### src/rtl/mem_qd_pkg.sv
package mem_qd_pkg;
  localparam int unsigned QSEL_W = 2;
  localparam int unsigned NQ     = 1 << QSEL_W;
  localparam int unsigned NUM_CS = 3;
  localparam int unsigned NUM_PR = 2;
  localparam int unsigned CFG_W  = 7;
  localparam int unsigned REG_W  = 8;

  typedef struct packed {
    logic       inv16;
    logic       inv19;
    logic       inv18;
    logic       wprot;
    logic       pair;
    logic [1:0] cs_sel;
  } bank_cfg_t;

  localparam logic [CFG_W-1:0] RST_Q0   = 7'h00;
  localparam logic [CFG_W-1:0] RST_QOTH = 7'h03;
  localparam logic [1:0]       SEL_NONE = 2'd3;

  typedef enum logic [1:0] {
    SQ_IDLE   = 2'd0,
    SQ_SETUP  = 2'd1,
    SQ_STROBE = 2'd2,
    SQ_HOLD   = 2'd3
  } seq_state_t;
endpackage

### src/rtl/mem_qd_bankregs.sv
module mem_qd_bankregs
  import mem_qd_pkg::*;
(
  input  logic                         clk,
  input  logic                         rst_n,
  input  logic                         wr_en,
  input  logic [QSEL_W-1:0]            wr_sel,
  input  logic [CFG_W-1:0]             wr_data,
  output logic [NQ-1:0][CFG_W-1:0]     banks
);
  for (genvar q = 0; q < NQ; q++) begin : g_bank
    localparam logic [CFG_W-1:0] RVAL = (q == 0) ? RST_Q0 : RST_QOTH;
    always_ff @(posedge clk or negedge rst_n) begin
      if (!rst_n) begin
        banks[q] <= RVAL;
      end else if (wr_en && (wr_sel == QSEL_W'(q))) begin
        banks[q] <= wr_data;
      end
    end
  end
endmodule

### src/rtl/mem_qd_route.sv
module mem_qd_route
  import mem_qd_pkg::*;
#(
  parameter int unsigned ADDR_W = 20
) (
  input  bank_cfg_t           cfg,
  input  logic                is_write,
  input  logic [ADDR_W-1:0]   addr_in,
  output logic [NUM_CS-1:0]   cs_n,
  output logic [NUM_PR-1:0]   oe_n,
  output logic [NUM_PR-1:0]   we_n,
  output logic [ADDR_W-1:0]   addr_out
);
  localparam int unsigned B19 = ADDR_W - 1;
  localparam int unsigned B18 = ADDR_W - 2;
  localparam int unsigned B16 = ADDR_W - 4;

  logic device_on;
  assign device_on = (cfg.cs_sel != SEL_NONE);

  for (genvar c = 0; c < NUM_CS; c++) begin : g_cs
    assign cs_n[c] = !(cfg.cs_sel == 2'(c));
  end

  for (genvar p = 0; p < NUM_PR; p++) begin : g_pair
    logic this_pair;
    assign this_pair = device_on && (cfg.pair == 1'(p));
    assign oe_n[p]   = !(this_pair && !is_write);
    assign we_n[p]   = !(this_pair && is_write && !cfg.wprot);
  end

  always_comb begin
    addr_out      = addr_in;
    addr_out[B19] = addr_in[B19] ^ cfg.inv19;
    addr_out[B18] = addr_in[B18] ^ cfg.inv18;
    addr_out[B16] = addr_in[B16] ^ cfg.inv16;
  end
endmodule

### src/rtl/mem_qd_seq.sv
module mem_qd_seq
  import mem_qd_pkg::*;
#(
  parameter int unsigned ADDR_W     = 20,
  parameter int unsigned STROBE_CYC = 2
) (
  input  logic                clk,
  input  logic                rst_n,
  input  logic                req_valid,
  output logic                req_ready,
  input  logic [NUM_CS-1:0]   rt_cs_n,
  input  logic [NUM_PR-1:0]   rt_oe_n,
  input  logic [NUM_PR-1:0]   rt_we_n,
  input  logic [ADDR_W-1:0]   rt_addr,
  output logic [NUM_CS-1:0]   cs_n,
  output logic [NUM_PR-1:0]   oe_n,
  output logic [NUM_PR-1:0]   we_n,
  output logic [ADDR_W-1:0]   mem_addr
);
  localparam int unsigned CNT_W = (STROBE_CYC < 2) ? 1 : $clog2(STROBE_CYC);
  localparam logic [CNT_W-1:0] CNT_LOAD = CNT_W'(STROBE_CYC - 1);

  seq_state_t          state;
  logic [CNT_W-1:0]    cnt;
  logic [NUM_PR-1:0]   we_pend;

  assign req_ready = (state == SQ_IDLE);

  always_ff @(posedge clk or negedge rst_n) begin
    if (!rst_n) begin
      state    <= SQ_IDLE;
      cnt      <= '0;
      we_pend  <= '1;
      cs_n     <= '1;
      oe_n     <= '1;
      we_n     <= '1;
      mem_addr <= '0;
    end else begin
      unique case (state)
        SQ_IDLE: begin
          if (req_valid) begin
            cs_n     <= rt_cs_n;
            oe_n     <= rt_oe_n;
            we_pend  <= rt_we_n;
            mem_addr <= rt_addr;
            state    <= SQ_SETUP;
          end
        end
        SQ_SETUP: begin
          we_n  <= we_pend;
          cnt   <= CNT_LOAD;
          state <= SQ_STROBE;
        end
        SQ_STROBE: begin
          if (cnt == '0) begin
            we_n  <= '1;
            state <= SQ_HOLD;
          end else begin
            cnt <= cnt - 1'b1;
          end
        end
        SQ_HOLD: begin
          cs_n  <= '1;
          oe_n  <= '1;
          state <= SQ_IDLE;
        end
        default: state <= SQ_IDLE;
      endcase
    end
  end
endmodule

### src/rtl/mem_qd_top.sv
module mem_qd_top
  import mem_qd_pkg::*;
#(
  parameter int unsigned ADDR_W     = 20,
  parameter int unsigned STROBE_CYC = 2
) (
  input  logic                clk,
  input  logic                rst_n,
  input  logic                cfg_we,
  input  logic [1:0]          cfg_addr,
  input  logic [7:0]          cfg_wdata,
  output logic [7:0]          cfg_rdata,
  input  logic                req_valid,
  output logic                req_ready,
  input  logic                req_write,
  input  logic [ADDR_W-1:0]   req_addr,
  output logic [ADDR_W-1:0]   mem_addr,
  output logic [2:0]          mem_cs_n,
  output logic [1:0]          mem_oe_n,
  output logic [1:0]          mem_we_n
);
  localparam int unsigned QHI = ADDR_W - 1;
  localparam int unsigned QLO = ADDR_W - QSEL_W;

  logic [NQ-1:0][CFG_W-1:0] banks;
  bank_cfg_t                cur_cfg;
  logic [NUM_CS-1:0]        rt_cs_n;
  logic [NUM_PR-1:0]        rt_oe_n;
  logic [NUM_PR-1:0]        rt_we_n;
  logic [ADDR_W-1:0]        rt_addr;

  mem_qd_bankregs u_regs (
    .clk     (clk),
    .rst_n   (rst_n),
    .wr_en   (cfg_we),
    .wr_sel  (cfg_addr),
    .wr_data (cfg_wdata[CFG_W-1:0]),
    .banks   (banks)
  );

  assign cfg_rdata = {1'b0, banks[cfg_addr]};
  assign cur_cfg   = bank_cfg_t'(banks[req_addr[QHI:QLO]]);

  mem_qd_route #(.ADDR_W(ADDR_W)) u_route (
    .cfg      (cur_cfg),
    .is_write (req_write),
    .addr_in  (req_addr),
    .cs_n     (rt_cs_n),
    .oe_n     (rt_oe_n),
    .we_n     (rt_we_n),
    .addr_out (rt_addr)
  );

  mem_qd_seq #(.ADDR_W(ADDR_W), .STROBE_CYC(STROBE_CYC)) u_seq (
    .clk       (clk),
    .rst_n     (rst_n),
    .req_valid (req_valid),
    .req_ready (req_ready),
    .rt_cs_n   (rt_cs_n),
    .rt_oe_n   (rt_oe_n),
    .rt_we_n   (rt_we_n),
    .rt_addr   (rt_addr),
    .cs_n      (mem_cs_n),
    .oe_n      (mem_oe_n),
    .we_n      (mem_we_n),
    .mem_addr  (mem_addr)
  );
endmodule

### config.mk
export PLATFORM = sky130hd
export DESIGN_NAME = mem_qd_top
export DESIGN_NICKNAME = d
export VERILOG_FILES = /design/src/rtl/mem_qd_pkg.sv /design/src/rtl/mem_qd_bankregs.sv /design/src/rtl/mem_qd_route.sv /design/src/rtl/mem_qd_seq.sv /design/src/rtl/mem_qd_top.sv
export SDC_FILE = /design/constraint.sdc
export NUM_CORES = 1
export LEC_CHECK = 0
export ABC_AREA = 1
export CAP_MARGIN = 20
export CORE_UTILIZATION = 40
export CTS_BUF_LIST = sky130_fd_sc_hd__clkbuf_8
export DETAILED_ROUTE_END_ITERATION = 12
export DONT_BUFFER_PORTS = 1
export GPL_TIMING_DRIVEN = 0
export PLACE_DENSITY = 0.53
export SYNTH_ARGS = -nofsm -noshare
export SYNTH_HDL_FRONTEND = slang
export SYNTH_SLANG_ARGS = --single-unit
### constraint.sdc
create_clock -name clk -period 1.5 [get_ports clk]
set_clock_uncertainty 0.05 [all_clocks]
set_input_delay 0.3 -clock clk [delete_from_list [all_inputs] [get_ports clk]]
set_output_delay 0.3 -clock clk [all_outputs]
set_load 0.01 [all_outputs]
# Yosys cells after proc, flatten, opt, wreduce, memory -nomap -nowiden
# Index checks and enable logic that the tools add are counted.
# word_totals
regBits,60
input_bits,35
out_inout_bits,36
wordCells,73
# classes
n_addsub,1
n_lt_le_gt_ge,2
n_eq_ne,11
muxes,14
bitwise_logic,4
n_reduce_logical,30
# ops
op,count
7-bit binary-select mux with 2-bit select,2
7-bit two-way mux,2
1-bit logical AND,12
2-bit equality test (second input constant),5
1-bit logical NOT,9
2-bit case mux with 2 select lines,2
2-bit case mux with 4 select lines,1
2-bit AND reduction,4
2-bit by 1-bit equality test with 1-bit output (second input constant),3
2-bit logical NOT,3
2-bit by 3-bit < comparator with 1-bit output (second input constant),2
2-bit two-way mux,3
2-bit != test (second input constant),3
3-bit case mux with 2 select lines,1
2-bit nonzero test,2
3-bit two-way mux,1
1-bit bitwise XOR,3
1-bit case mux with 2 select lines,1
1-bit two-way mux,1
1-bit inverter,1
1-bit subtractor (second input constant),1

# Logic depth before layout (Yosys ltp)
# logic_depth
word_depth,8
mapped_depth,10
mapped_depth_nobuf,9

# Modules after synthesis
# From an unflattened synthesis, not the netlist that was laid out.
# unflattened
cells_unflattened,456
area_unflattened_um2,3362.0
# modules_own_cells
module,n_inst,cells_each,area_per_inst_um2,seq_area_each_um2
mem_qd_seq,1,159,1392.6,812.0
mem_qd_bankregs,1,126,1174.9,708.2
mem_qd_top,1,138,581.8,0.0
mem_qd_route,1,33,212.7,0.0

# Worst setup path after synthesis
# OpenSTA, ideal clock, no wires.
# synth_timing
path_kind,flip-flop to flip-flop
start,register u_seq.state[0]
end,register u_seq.oe_n[0]
setup_ns,0.072
arrival_time_ns,1.328
required_time_ns,1.378
slack_ns,0.050
path_stages_with_launch,8
n_path_buf,0
synth_period_minus_slack_ns,1.450
path_cell_list,dfrtp_1 > inv_1 > ha_1 > nand2_1 > o21ai_1 > or2_2 > nand2_1 > inv_1
# synth_between
elab_chain_cells,3
elab_cells_between_ends,6
classes_between,2 x eq/ne; 1 x mux; 3 x reduce/logical
# synth_rtl
element,line_no,rtl
from (decl),mem_qd_seq.sv:23,seq_state_t state;
from (signal assigned),mem_qd_seq.sv:31,state <= SQ_IDLE;
from (signal assigned),mem_qd_seq.sv:46,state <= SQ_SETUP;
from (signal assigned),mem_qd_seq.sv:52,state <= SQ_STROBE;
2-bit logical NOT (*),--,
via req_ready,mem_qd_top.sv:14,"output logic req_ready,"
2-bit != test (no source line) or 2-bit nonzero test (tied branches),--,
2-bit AND reduction (no source line),--,
to (signal assigned),mem_qd_seq.sv:43,oe_n <= rt_oe_n;
to (decl),mem_qd_seq.sv:16,"output logic [NUM_PR-1:0] oe_n,"
# The timed path passes the listed nets; every way through them passes the cells marked *.
# A chain may end at the register's enable or synchronous reset.

# Final worst setup path
# layout_timing
start,register u_regs.banks[14] in the netlist's numbering
end,output cfg_rdata[0]
# layout_between
elab_chain_cells,2
# layout_rtl
element,line_no,rtl
from (decl),mem_qd_bankregs.sv:9,output logic [NQ-1:0][CFG_W-1:0] banks
"from (signal, indexed assignment)",mem_qd_bankregs.sv:17,banks[q] <= wr_data;
7-bit binary-select mux with 2-bit select,mem_qd_top.sv:41,"assign cfg_rdata = {1'b0, banks[cfg_addr]};"
7-bit two-way mux (implied by the code),mem_qd_top.sv:41,
to (decl),mem_qd_top.sv:12,"output logic [7:0] cfg_rdata,"
# No other way between the ends. The select of a mux whose other input is x is not followed.

==> flow_metrics.env <==
export IMPL_status="complete, but fails checks"
export IMPL_violations="negative hold slack"
export IMPL_rows=31
export IMPL_start_util=0.4105
export IMPL_setup_viol=0
export IMPL_cts_path_max_buffers=2
export IMPL_post_drt_via_cell_ratio=4.886
export IMPL_grt_pass1_wl_um=10680
export IMPL_ioPinCount=71
export IMPL_antenna_left=0
export IMPL_antenna_found_initial=0
export IMPL_ys_seq_area_frac=0.5133
export IMPL_drv_cap=0
export IMPL_final_cells=466
export IMPL_gp_congestion=0.8300
export IMPL_vdd_drop_max_uv=621.1
export IMPL_routed_wl_um=6930
export IMPL_antennaDiodeCount=0
export IMPL_grt_max_degree=61
export IMPL_dp_hpwl_um=4701
export IMPL_tns_ns=0
export IMPL_syn_nets=386
export IMPL_syn2layout_area_growth_pct=15.50
export IMPL_yosys_warnings=0
export IMPL_synth_ff_type="dfrtp_1"
export IMPL_via_count=2277
export IMPL_powerDensity_nw_per_um2=1730
export IMPL_period_share=0.9772
export IMPL_grt_pass1_vias=2140
export IMPL_die_h_um=88.05
export IMPL_hold_worst_slack_ns=-0.4029
export IMPL_io_buffer_count=0
export IMPL_firstDrtPassIters=4
export IMPL_end_kind="output pin"
export IMPL_core_um2=7214
export IMPL_critPathSlowestCell="dfstp_2"
export IMPL_drv_slew=0
export IMPL_syn_area_per_cell_um2=8.510
export IMPL_multi_input_area_um2=1287
export IMPL_synth_area_um2=2962
export IMPL_regArea_um2=1520
export IMPL_fill_cells=746
export IMPL_ys_ff_latch=60
export IMPL_dieArea_um2=7752
export IMPL_synth_edf_count=0
export IMPL_clk_latency_ns=0.34
export IMPL_die_x_um=88.05
export IMPL_nets=400
export IMPL_wl_per_cell_um=14.87
export IMPL_drt_iter0_drc=138
export IMPL_critical_path_class="reg -> out"
export IMPL_synth_async_reset_ratio=1.000
export IMPL_max_freq_ghz=0.6822
export IMPL_worst_endpoint_required_ns=1.15
export IMPL_cp_top_family="flip-flops"
export IMPL_numCtsBuffers=9
export IMPL_path_clk_slew_ns=0.07
export IMPL_cts_root_buf="clkbuf_8"
export IMPL_min_path_type="in -> async"
export IMPL_critical_path_buf_inv_count=1
export IMPL_grt_use_total=0.1896
export IMPL_yosysUniqueCellTypes=30
export IMPL_p_leak_nw=1.671
export IMPL_drive_above_1_share=0.2807
export IMPL_gr_total_overflow=0
export IMPL_rsz0062_at_grt="yes"
export IMPL_critPathLaunchType="flip-flop"
export IMPL_critPathMaxStageDelay_ns=0.53
export IMPL_cts_tree="done"
export IMPL_worstPathMaxFanout=2
export IMPL_timing_final_crit_period_ns=1.466
export IMPL_cts_sinks=60
export IMPL_htreeDepth=3
export IMPL_crit_arrival_ns=1.12
export IMPL_syn_inst=348
export IMPL_drc=0
export IMPL_placed_cells=447
export IMPL_cp_cell_sequence="inv_2, o221ai_2"
export IMPL_hold_violations=60
==> synthesized netlist by cell type, types with 2 or more instances <==
cell	number	area (um2)
clkbuf_1	2	7.510
nand3_1	14	70.07
inv_1	32	120.1
buf_6	4	45.04
buf_2	4	20.02
nor2_4	2	22.52
ha_1	3	37.54
o21ai_0	8	40.04
dfrtp_1	45	1126
o211ai_1	4	30.03
nand2_4	2	22.52
o21ai_2	21	183.9
a21oi_1	6	30.03
inv_4	2	12.51
or2_2	2	12.51
buf_4	2	15.01
dfstp_2	15	394.1
nand2_1	130	488.0
nand2_2	10	62.56
o21ai_1	10	50.05
nor2_1	12	45.04
a22oi_1	10	75.07
==> logic make-up after synthesis <==
family                   Yosys count  share of synthesized area
buffers and inverters             48                    0.07731
flip-flops                        60                     0.5133
AO/OA/AOI/OAI                     63                     0.1487
other                              1                   0.001266
adder cells (fa/ha/maj)            3                    0.01268
AND/OR/NAND/NOR                  173                     0.2467
==> cells in the final DEF, fill, tap and decap left out, types with 8 or more instances in the layout <==
| cell type | count |
|---|---|
| nand2_2 | 12 |
| o21ai_2 | 22 |
| o21ai_0 | 8 |
| o21ai_1 | 9 |
| dfrtp_1 | 45 |
| a22oi_1 | 8 |
| nor2_1 | 10 |
| dfstp_2 | 15 |
| clkbuf_8 | 11 |
| inv_1 | 27 |
| nand2_1 | 127 |
| nand3_1 | 14 |
==> state kept, by name, summed over array words and instances (netlist names) <==
register	flops
u_regs.banks	28
u_seq.mem_addr	20
u_seq.cs_n	3
u_seq.oe_n	2
u_seq.state	2
u_seq.we_n	2
u_seq.we_pend	2
u_seq.cnt	1
==> metrics by stage <==
step / power [W] / instance area [um2] / hold slack [ns] / utilization / setup WS (ns)
finish: 0.005919 / 3421 / -0.4029 / 0.4742 / 0.03425
global route: 0.006356 / 3421 / -0.4337 / 0.4742 / -0.03738
CTS: 0.005921 / 3351 / -0.4191 / 0.4644 / 0.01229
detailed placement: 0.004131 / 3085 / -0.04256 / 0.4277 / -0.2633
global placement: 0.004098 / 3085 / -0.04260 / 0.4277 / -0.2563
floorplan: 0.003776 / 2962 / -0.04559 / - / 0.04974
==> per-layer routing <==
layer / share of wire / global-route usage / up-vias
met4: 0.020 / 0.08944 / 0
met2: 0.49 / 0.2925 / 49
li1: - / - / 1141
met1: 0.45 / 0.2442 / 1075
met3: 0.043 / 0.05749 / 12
met5: 0 / 0 / -
==> report_power, final <==
part | internal (W) | leakage, nW | switching, W
clock | 0.00102 | 0.117 | 0.000651
combinational | 0.000599 | 0.839 | 0.000906
sequential | 0.00223 | 0.715 | 0.000519
==> area by class of cell <==
| class | instances | area share |
|---|---|---|
| inverter | 36 | 0.04206 |
| tap | 99 | 0.03621 |
| multi-input combinational | 240 | 0.3764 |
| timing repair buffer | 3 | 0.007315 |
| clock inverter | 5 | 0.02231 |
| sequential | 60 | 0.4444 |
| clock buffer | 11 | 0.04426 |
| buffer | 12 | 0.02707 |
==> path summary, 6_finish.rpt <==
kind,depth (start not counted),slack [ns],from,end
setup / recovery,2,0.03,u_regs.banks[14],cfg_rdata[0]
hold / removal,0,-0.40,rst_n,u_seq.state[0]
setup reg to reg,9,0.14,u_seq.state[1],u_seq.we_pend[0]
hold reg to reg,2,0.43,u_seq.we_pend[0],u_seq.we_n[0]
max in group asynchronous,0,1.58,rst_n,u_regs.banks[21]
min in group clk,2,0.02,req_addr[3],u_seq.mem_addr[3]
==> repair_timing <==
item / CTS / global route
resized for setup: 12 / 14
endpoints found under the hold margin: 60 / 61
pin swaps: 1 / 5
setup buffers: 1 / 1
endpoints found under the setup margin: 29 / 22
(Power assumes the default switching activity.)
